File: src/rtl/prefetch_pkg.sv
package prefetch_pkg;
  typedef enum logic [1:0] {
    OUT_ISSUED   = 2'b00,
    OUT_GUARD    = 2'b01,
    OUT_HIT      = 2'b10,
    OUT_LIMIT    = 2'b11
  } outcome_e;
endpackage

File: src/rtl/prefetch_addr_gen.sv
module prefetch_addr_gen #(
  parameter int ADDR_W     = 32,
  parameter int LINE_BYTES = 64,
  parameter int SCALE_SH   = 2
) (
  input  logic [ADDR_W-1:0] base_i,
  input  logic [ADDR_W-1:0] index_i,
  output logic [ADDR_W-1:0] line_o
);
  localparam logic [ADDR_W-1:0] LineMask = ~ADDR_W'(LINE_BYTES - 1);
  logic [ADDR_W-1:0] sum;
  // wraps modulo 2^ADDR_W
  assign sum    = base_i + (index_i << SCALE_SH);
  assign line_o = sum & LineMask;
endmodule

File: src/rtl/prefetch_miss_ctr.sv
module prefetch_miss_ctr #(
  parameter int MAX_MISS = 2,
  parameter int CNT_W    = $clog2(MAX_MISS + 1)
) (
  input  logic             clk_i,
  input  logic             rst_ni,
  input  logic             inc_i,
  input  logic             dec_i,
  output logic [CNT_W-1:0] cnt_o,
  output logic             full_o
);
  logic [CNT_W-1:0] cnt_q;

  always_ff @(posedge clk_i or negedge rst_ni) begin
    if (!rst_ni) begin
      cnt_q <= '0;
    end else begin
      unique case ({inc_i, dec_i})
        2'b10:   cnt_q <= cnt_q + CNT_W'(1);
        2'b01:   if (cnt_q != '0) cnt_q <= cnt_q - CNT_W'(1);
        default: cnt_q <= cnt_q;
      endcase
    end
  end

  assign cnt_o  = cnt_q;
  assign full_o = (cnt_q >= CNT_W'(MAX_MISS));
endmodule

File: src/rtl/prefetch_req_reg.sv
module prefetch_req_reg #(
  parameter int ADDR_W = 32
) (
  input  logic              clk_i,
  input  logic              rst_ni,
  input  logic              issue_i,
  input  logic [ADDR_W-1:0] addr_i,
  input  logic              ack_i,
  output logic              req_o,
  output logic [ADDR_W-1:0] addr_o
);
  logic              req_q;
  logic [ADDR_W-1:0] addr_q;

  always_ff @(posedge clk_i or negedge rst_ni) begin
    if (!rst_ni) begin
      req_q  <= 1'b0;
      addr_q <= '0;
    end else if (issue_i) begin
      req_q  <= 1'b1;
      addr_q <= addr_i;
    end else if (req_q && ack_i) begin
      req_q  <= 1'b0;
    end
  end

  assign req_o  = req_q;
  assign addr_o = addr_q;
endmodule

File: src/rtl/prefetch_issuer.sv
module prefetch_issuer
  import prefetch_pkg::*;
#(
  parameter int ADDR_W     = 32,
  parameter int LINE_BYTES = 64,
  parameter int SCALE_SH   = 2,
  parameter int MAX_MISS   = 2,
  localparam int CNT_W     = $clog2(MAX_MISS + 1)
) (
  input  logic              clk_i,
  input  logic              rst_ni,
  input  logic              op_valid_i,
  output logic              op_ready_o,
  input  logic [ADDR_W-1:0] base_i,
  input  logic [ADDR_W-1:0] index_i,
  input  logic              guard_present_i,
  input  logic [ADDR_W-1:0] guard_i,
  output logic [ADDR_W-1:0] lookup_addr_o,
  input  logic              lookup_hit_i,
  output logic              fill_req_o,
  output logic [ADDR_W-1:0] fill_addr_o,
  input  logic              fill_ack_i,
  input  logic              fill_done_i,
  output logic              outcome_valid_o,
  output logic [1:0]        outcome_o
);
  logic [ADDR_W-1:0] line;
  logic [CNT_W-1:0]  miss_cnt;
  logic              at_limit;
  logic              accept, guard_ok, issue;
  outcome_e          outcome_d, outcome_q;
  logic              outcome_valid_q;

  prefetch_addr_gen #(
    .ADDR_W(ADDR_W), .LINE_BYTES(LINE_BYTES), .SCALE_SH(SCALE_SH)
  ) u_addr (
    .base_i(base_i), .index_i(index_i), .line_o(line)
  );

  prefetch_miss_ctr #(.MAX_MISS(MAX_MISS), .CNT_W(CNT_W)) u_ctr (
    .clk_i(clk_i), .rst_ni(rst_ni),
    .inc_i(fill_req_o && fill_ack_i), .dec_i(fill_done_i),
    .cnt_o(miss_cnt), .full_o(at_limit)
  );

  prefetch_req_reg #(.ADDR_W(ADDR_W)) u_req (
    .clk_i(clk_i), .rst_ni(rst_ni),
    .issue_i(issue), .addr_i(line), .ack_i(fill_ack_i),
    .req_o(fill_req_o), .addr_o(fill_addr_o)
  );

  assign op_ready_o    = !fill_req_o;
  assign accept        = op_valid_i && op_ready_o;
  assign guard_ok      = !guard_present_i || guard_i[0];
  assign lookup_addr_o = line;

  // priority: guard, then hit, then miss limit
  always_comb begin
    if (!guard_ok)         outcome_d = OUT_GUARD;
    else if (lookup_hit_i) outcome_d = OUT_HIT;
    else if (at_limit)     outcome_d = OUT_LIMIT;
    else                   outcome_d = OUT_ISSUED;
  end

  assign issue = accept && (outcome_d == OUT_ISSUED);

  always_ff @(posedge clk_i or negedge rst_ni) begin
    if (!rst_ni) begin
      outcome_valid_q <= 1'b0;
      outcome_q       <= OUT_ISSUED;
    end else begin
      outcome_valid_q <= accept;
      if (accept) outcome_q <= outcome_d;
    end
  end

  assign outcome_valid_o = outcome_valid_q;
  assign outcome_o       = outcome_q;
endmodule

File: config.mk
export PLATFORM = sky130hd
export DESIGN_NAME = prefetch_issuer
export DESIGN_NICKNAME = d
export VERILOG_FILES = /design/src/rtl/prefetch_pkg.sv /design/src/rtl/prefetch_addr_gen.sv /design/src/rtl/prefetch_miss_ctr.sv /design/src/rtl/prefetch_req_reg.sv /design/src/rtl/prefetch_issuer.sv
export SDC_FILE = /design/constraint.sdc
export NUM_CORES = 1
export LEC_CHECK = 0
export BUFFER_PORTS_ARGS = -buffer_cell sky130_fd_sc_hd__buf_2
export CAP_MARGIN = 20
export CORE_ASPECT_RATIO = 0.75
export CORE_UTILIZATION = 30
export CTS_BUF_LIST = sky130_fd_sc_hd__clkbuf_8
export CTS_CLUSTER_SIZE = 12
export DETAILED_ROUTE_END_ITERATION = 6
export HOLD_SLACK_MARGIN = 0.03
export PLACE_DENSITY_LB_ADDON = 0.15
export SYNTH_ARGS = -nofsm -noshare
export SYNTH_HDL_FRONTEND = slang
export SYNTH_SLANG_ARGS = --single-unit
File: constraint.sdc
create_clock -name clk_i -period 5 [get_ports clk_i]
set_clock_uncertainty 0.1 [all_clocks]
set_input_delay 0 -clock clk_i [delete_from_list [all_inputs] [get_ports clk_i]]
set_output_delay 0 -clock clk_i [all_outputs]
set_load 0.03 [all_outputs]
==> results.md <==
- RSZ-0062 raised after global routing: false
- Post-route setup slack: 2.63 ns
- Post-CTS Resized: 0
- Fill count: 927
- Remaining Overflow, GRT: 0
- Worst slew pin tran: 0.723 ns
- Die Wd: 114 µm
- Pre-Repair DR Iteration Count: 5
- Yosys top cell by area: dfrtp_1
- Number of routed nets with antenna violations: 0
- Die footprint: 9750 µm²
- Pre-CTS setup slack: 2.61 ns
- Crit path DAT: 2.27 ns
- Static leakage: 1.79 nW
- Initial antenna violation count: 0
- Pin count of the biggest net entering global routing: 33
- Min Hold Slack: 0.0535 ns
- Largest stage delay, worst path: 0.41 ns
- TritonCTS clock tree: built
- Outcome: complete, no violations
- Hold Path Origin: guard_present_i
- Final period util: 47.5%
- DR DRC count: 0
- Worst Setup EP: lookup_addr_o[30]
- DPL Wire Length: 6.79 mm
- Routed Wire Length: 7.94 mm
- Final Hold Vio Count: 0
- Syn Area/Cell: 9.00 µm²
- Final min period: 2.37 ns
- Die Height: 85.8 µm
- Synth warn: 0
- First-pass GRT wire length: 12.6 mm
- HP Class: in2reg
- # port buffers: 124
- Top-area cell type share of the netlist area: 28.5%
- Core Region: 9050 µm²
- Commonest cells post-synth: a21oi_1 (37), dfrtp_1 (32), nand2_1 (29), ha_1 (28), mux2_2 (26)
- DRT iter0 DRCs: 178
- Vias in the first global route: 2550
- Area added between synthesis and finish: 31.3%
- Seq. cell area: 801 µm²
- Top post-synthesis cells by area: dfrtp_1 (29%), ha_1 (12%), mux2_2 (10%)
- Cell Area, Synth: 2810 µm²
- Most common cell in the netlist: a21oi_1
- Final GP Congestion: 0.846
- Reg2Reg Launch Point: u_req.req_o$_DFFE_PN0P_
- Vias per inst: 4.74
- N_diodes: 0
- Worst R2R Setup Slack: 3.12 ns
- Max Cap Viol: 0
- CTS H-tree depth: 2
- Final number of setup-violating endpoints: 0
- Fin cells: 571
- Syn Inst Count: 312
- Setup Crit Path Kind: in2out
- Relative slew slack: 51.8%
- Max-slew violations: 0
- Critical-path cell list: buf_2, ha_1, nand4_1, nor4_1, a32oi_1, a211oi_2, a21oi_1, xnor2_1, buf_2
- Share of the yosys chip area belonging to registers: 28.5%
- I/O pin total: 172
- Yosys reg bits: 32
- Maximum VDD drop: 0.129 mV
- WHS Path Cells: 3
- Netlist cell types: 46
- Critical Path Source Type: input port
- Fmax: 0.421 GHz
- Reg2reg end: u_req.addr_o[6]$_DFFE_PN0P_
- Routed len/inst: 13.9 µm
- Clock sink count: 32
- Clock buffer count from CTS: 5
- Synth Flop Type: dfrtp_1
- R2r worst-path depth: 6
- Starting density of the core: 31.0%
- Worst Path Max Fanout: 6
- Post-layout nets: 574
- Aggregate global-route resource usage: 16.5%
- Pwr/cell area: 379 nW/µm²
- Post-synth EDFFs: 0
- CP Capture Type: output port
- CP required: 4.90 ns
- Vias: 2706
- Area occupied by multi-input gates: 1880 µm²
- # rows: 30
- Clock transition at path regs: 0.06 ns
- Share of layout cells above drive strength 1: 38.4%
- Setup tns final: 0 ns
- Final core utilization: 40.7%
- Worst-Skew Late Latency: 0.28 ns
- Most common cell on crit path: buf_2
- CP startpoint: base_i[13]
- Post-synth ARST share: 100%
- Clk buf depth: 2
- Root buf cell: clkbuf_8
- Inst Count DP: 557
- Critical Path Slowest Stage Cell: ha_1
timing repair:
item / 4_1_cts / 5_1_grt
setup buffers: 0 / 0
hold endpoints to repair: 38 / 0
hold buffers: 7 / 0
flip-flops by register name, indices dropped and copies added, names as in the netlist:
signal / cells
u_req.addr_o: 26
outcome_o: 2
u_ctr.cnt_o: 2
outcome_valid_o: 1
u_req.req_o: 1
kinds of logic (layout without fill, tap and decap cells):
| group | Yosys count | in the layout | synth area share (%) |
|---|---|---|---|
| adder cells (fa/ha/maj) | 28 | 28 | 12.5 |
| multiplexers | 26 | 26 | 10.4 |
| flip-flops | 32 | 32 | 28.5 |
| AO/OA/AOI/OAI | 95 | 95 | 22.7 |
| buffers and inverters | 32 | 152 | 5.97 |
| other | 1 | 12 | 0.134 |
| AND/OR/NAND/NOR | 71 | 71 | 11.3 |
| XOR/XNOR | 27 | 27 | 8.43 |
through the flow:
step                      total power (W)  area, µm²
final                             0.00140       3680
after global routing              0.00148       3680
after CTS                         0.00141       3680
after detailed placement          0.00122       3540
after global placement            0.00121       3510
after floorplan                  0.000970       2850
layout by cell type (no fill, tap or decap), types with 7 or more instances in the layout:
cell	netlist	layout
nor2_1	21	21
nand2_1	29	29
inv_1	13	14
conb_1	1	12
dlygate4sd3_1	0	7
a21oi_1	37	37
mux2_2	26	26
xor2_1	12	12
o21ai_0	20	20
dfrtp_1	32	32
ha_1	28	28
xnor2_1	15	15
buf_2	2	124
how the worst min path moves through the flow:
stage / end / slack (ns)
after floorplan: outcome_o[0]$_DFFE_PN0P_ / -0.40
after global placement: u_req.addr_o[9]$_DFFE_PN0P_ / 0.006
after detailed placement: u_req.addr_o[9]$_DFFE_PN0P_ / -0.002
after CTS: outcome_o[1]$_DFFE_PN0P_ / 0.04
after global routing: outcome_o[1]$_DFFE_PN0P_ / 0.09
final: outcome_o[1]$_DFFE_PN0P_ / 0.05
layer usage:
metal	share of wire [%]	global-route usage [%]	vias to the layer above
met5	0	0	-
met4	0.58	4.43	0
met3	5.6	1.98	4
met2	41	24.6	103
met1	53	24.9	1226
li1	-	-	1373
critical path, delay by kind of cell:
family | cells | cell delay (ns)
buffers and inverters | 2 | 0.36
adder cells (fa/ha/maj) | 1 | 0.41
AO/OA/AOI/OAI | 3 | 0.67
XOR/XNOR | 1 | 0.28
AND/OR/NAND/NOR | 2 | 0.55
power by group:
part / switching (W) / internal [W]
sequential: 0.0000450 / 0.000350
combinational: 0.000552 / 0.000270
clock: 0.0000872 / 0.0000924
cell type report:
cell class	count	area share (%)
Clock buffer	5	1.87
Clock inverter	2	0.238
Inverter	13	1.32
Multi-Input combinational cell	259	51.0
Sequential cell	32	21.7
Tap cell	128	4.35
Timing Repair Buffer	132	19.5
(Power assumes the default switching activity.)
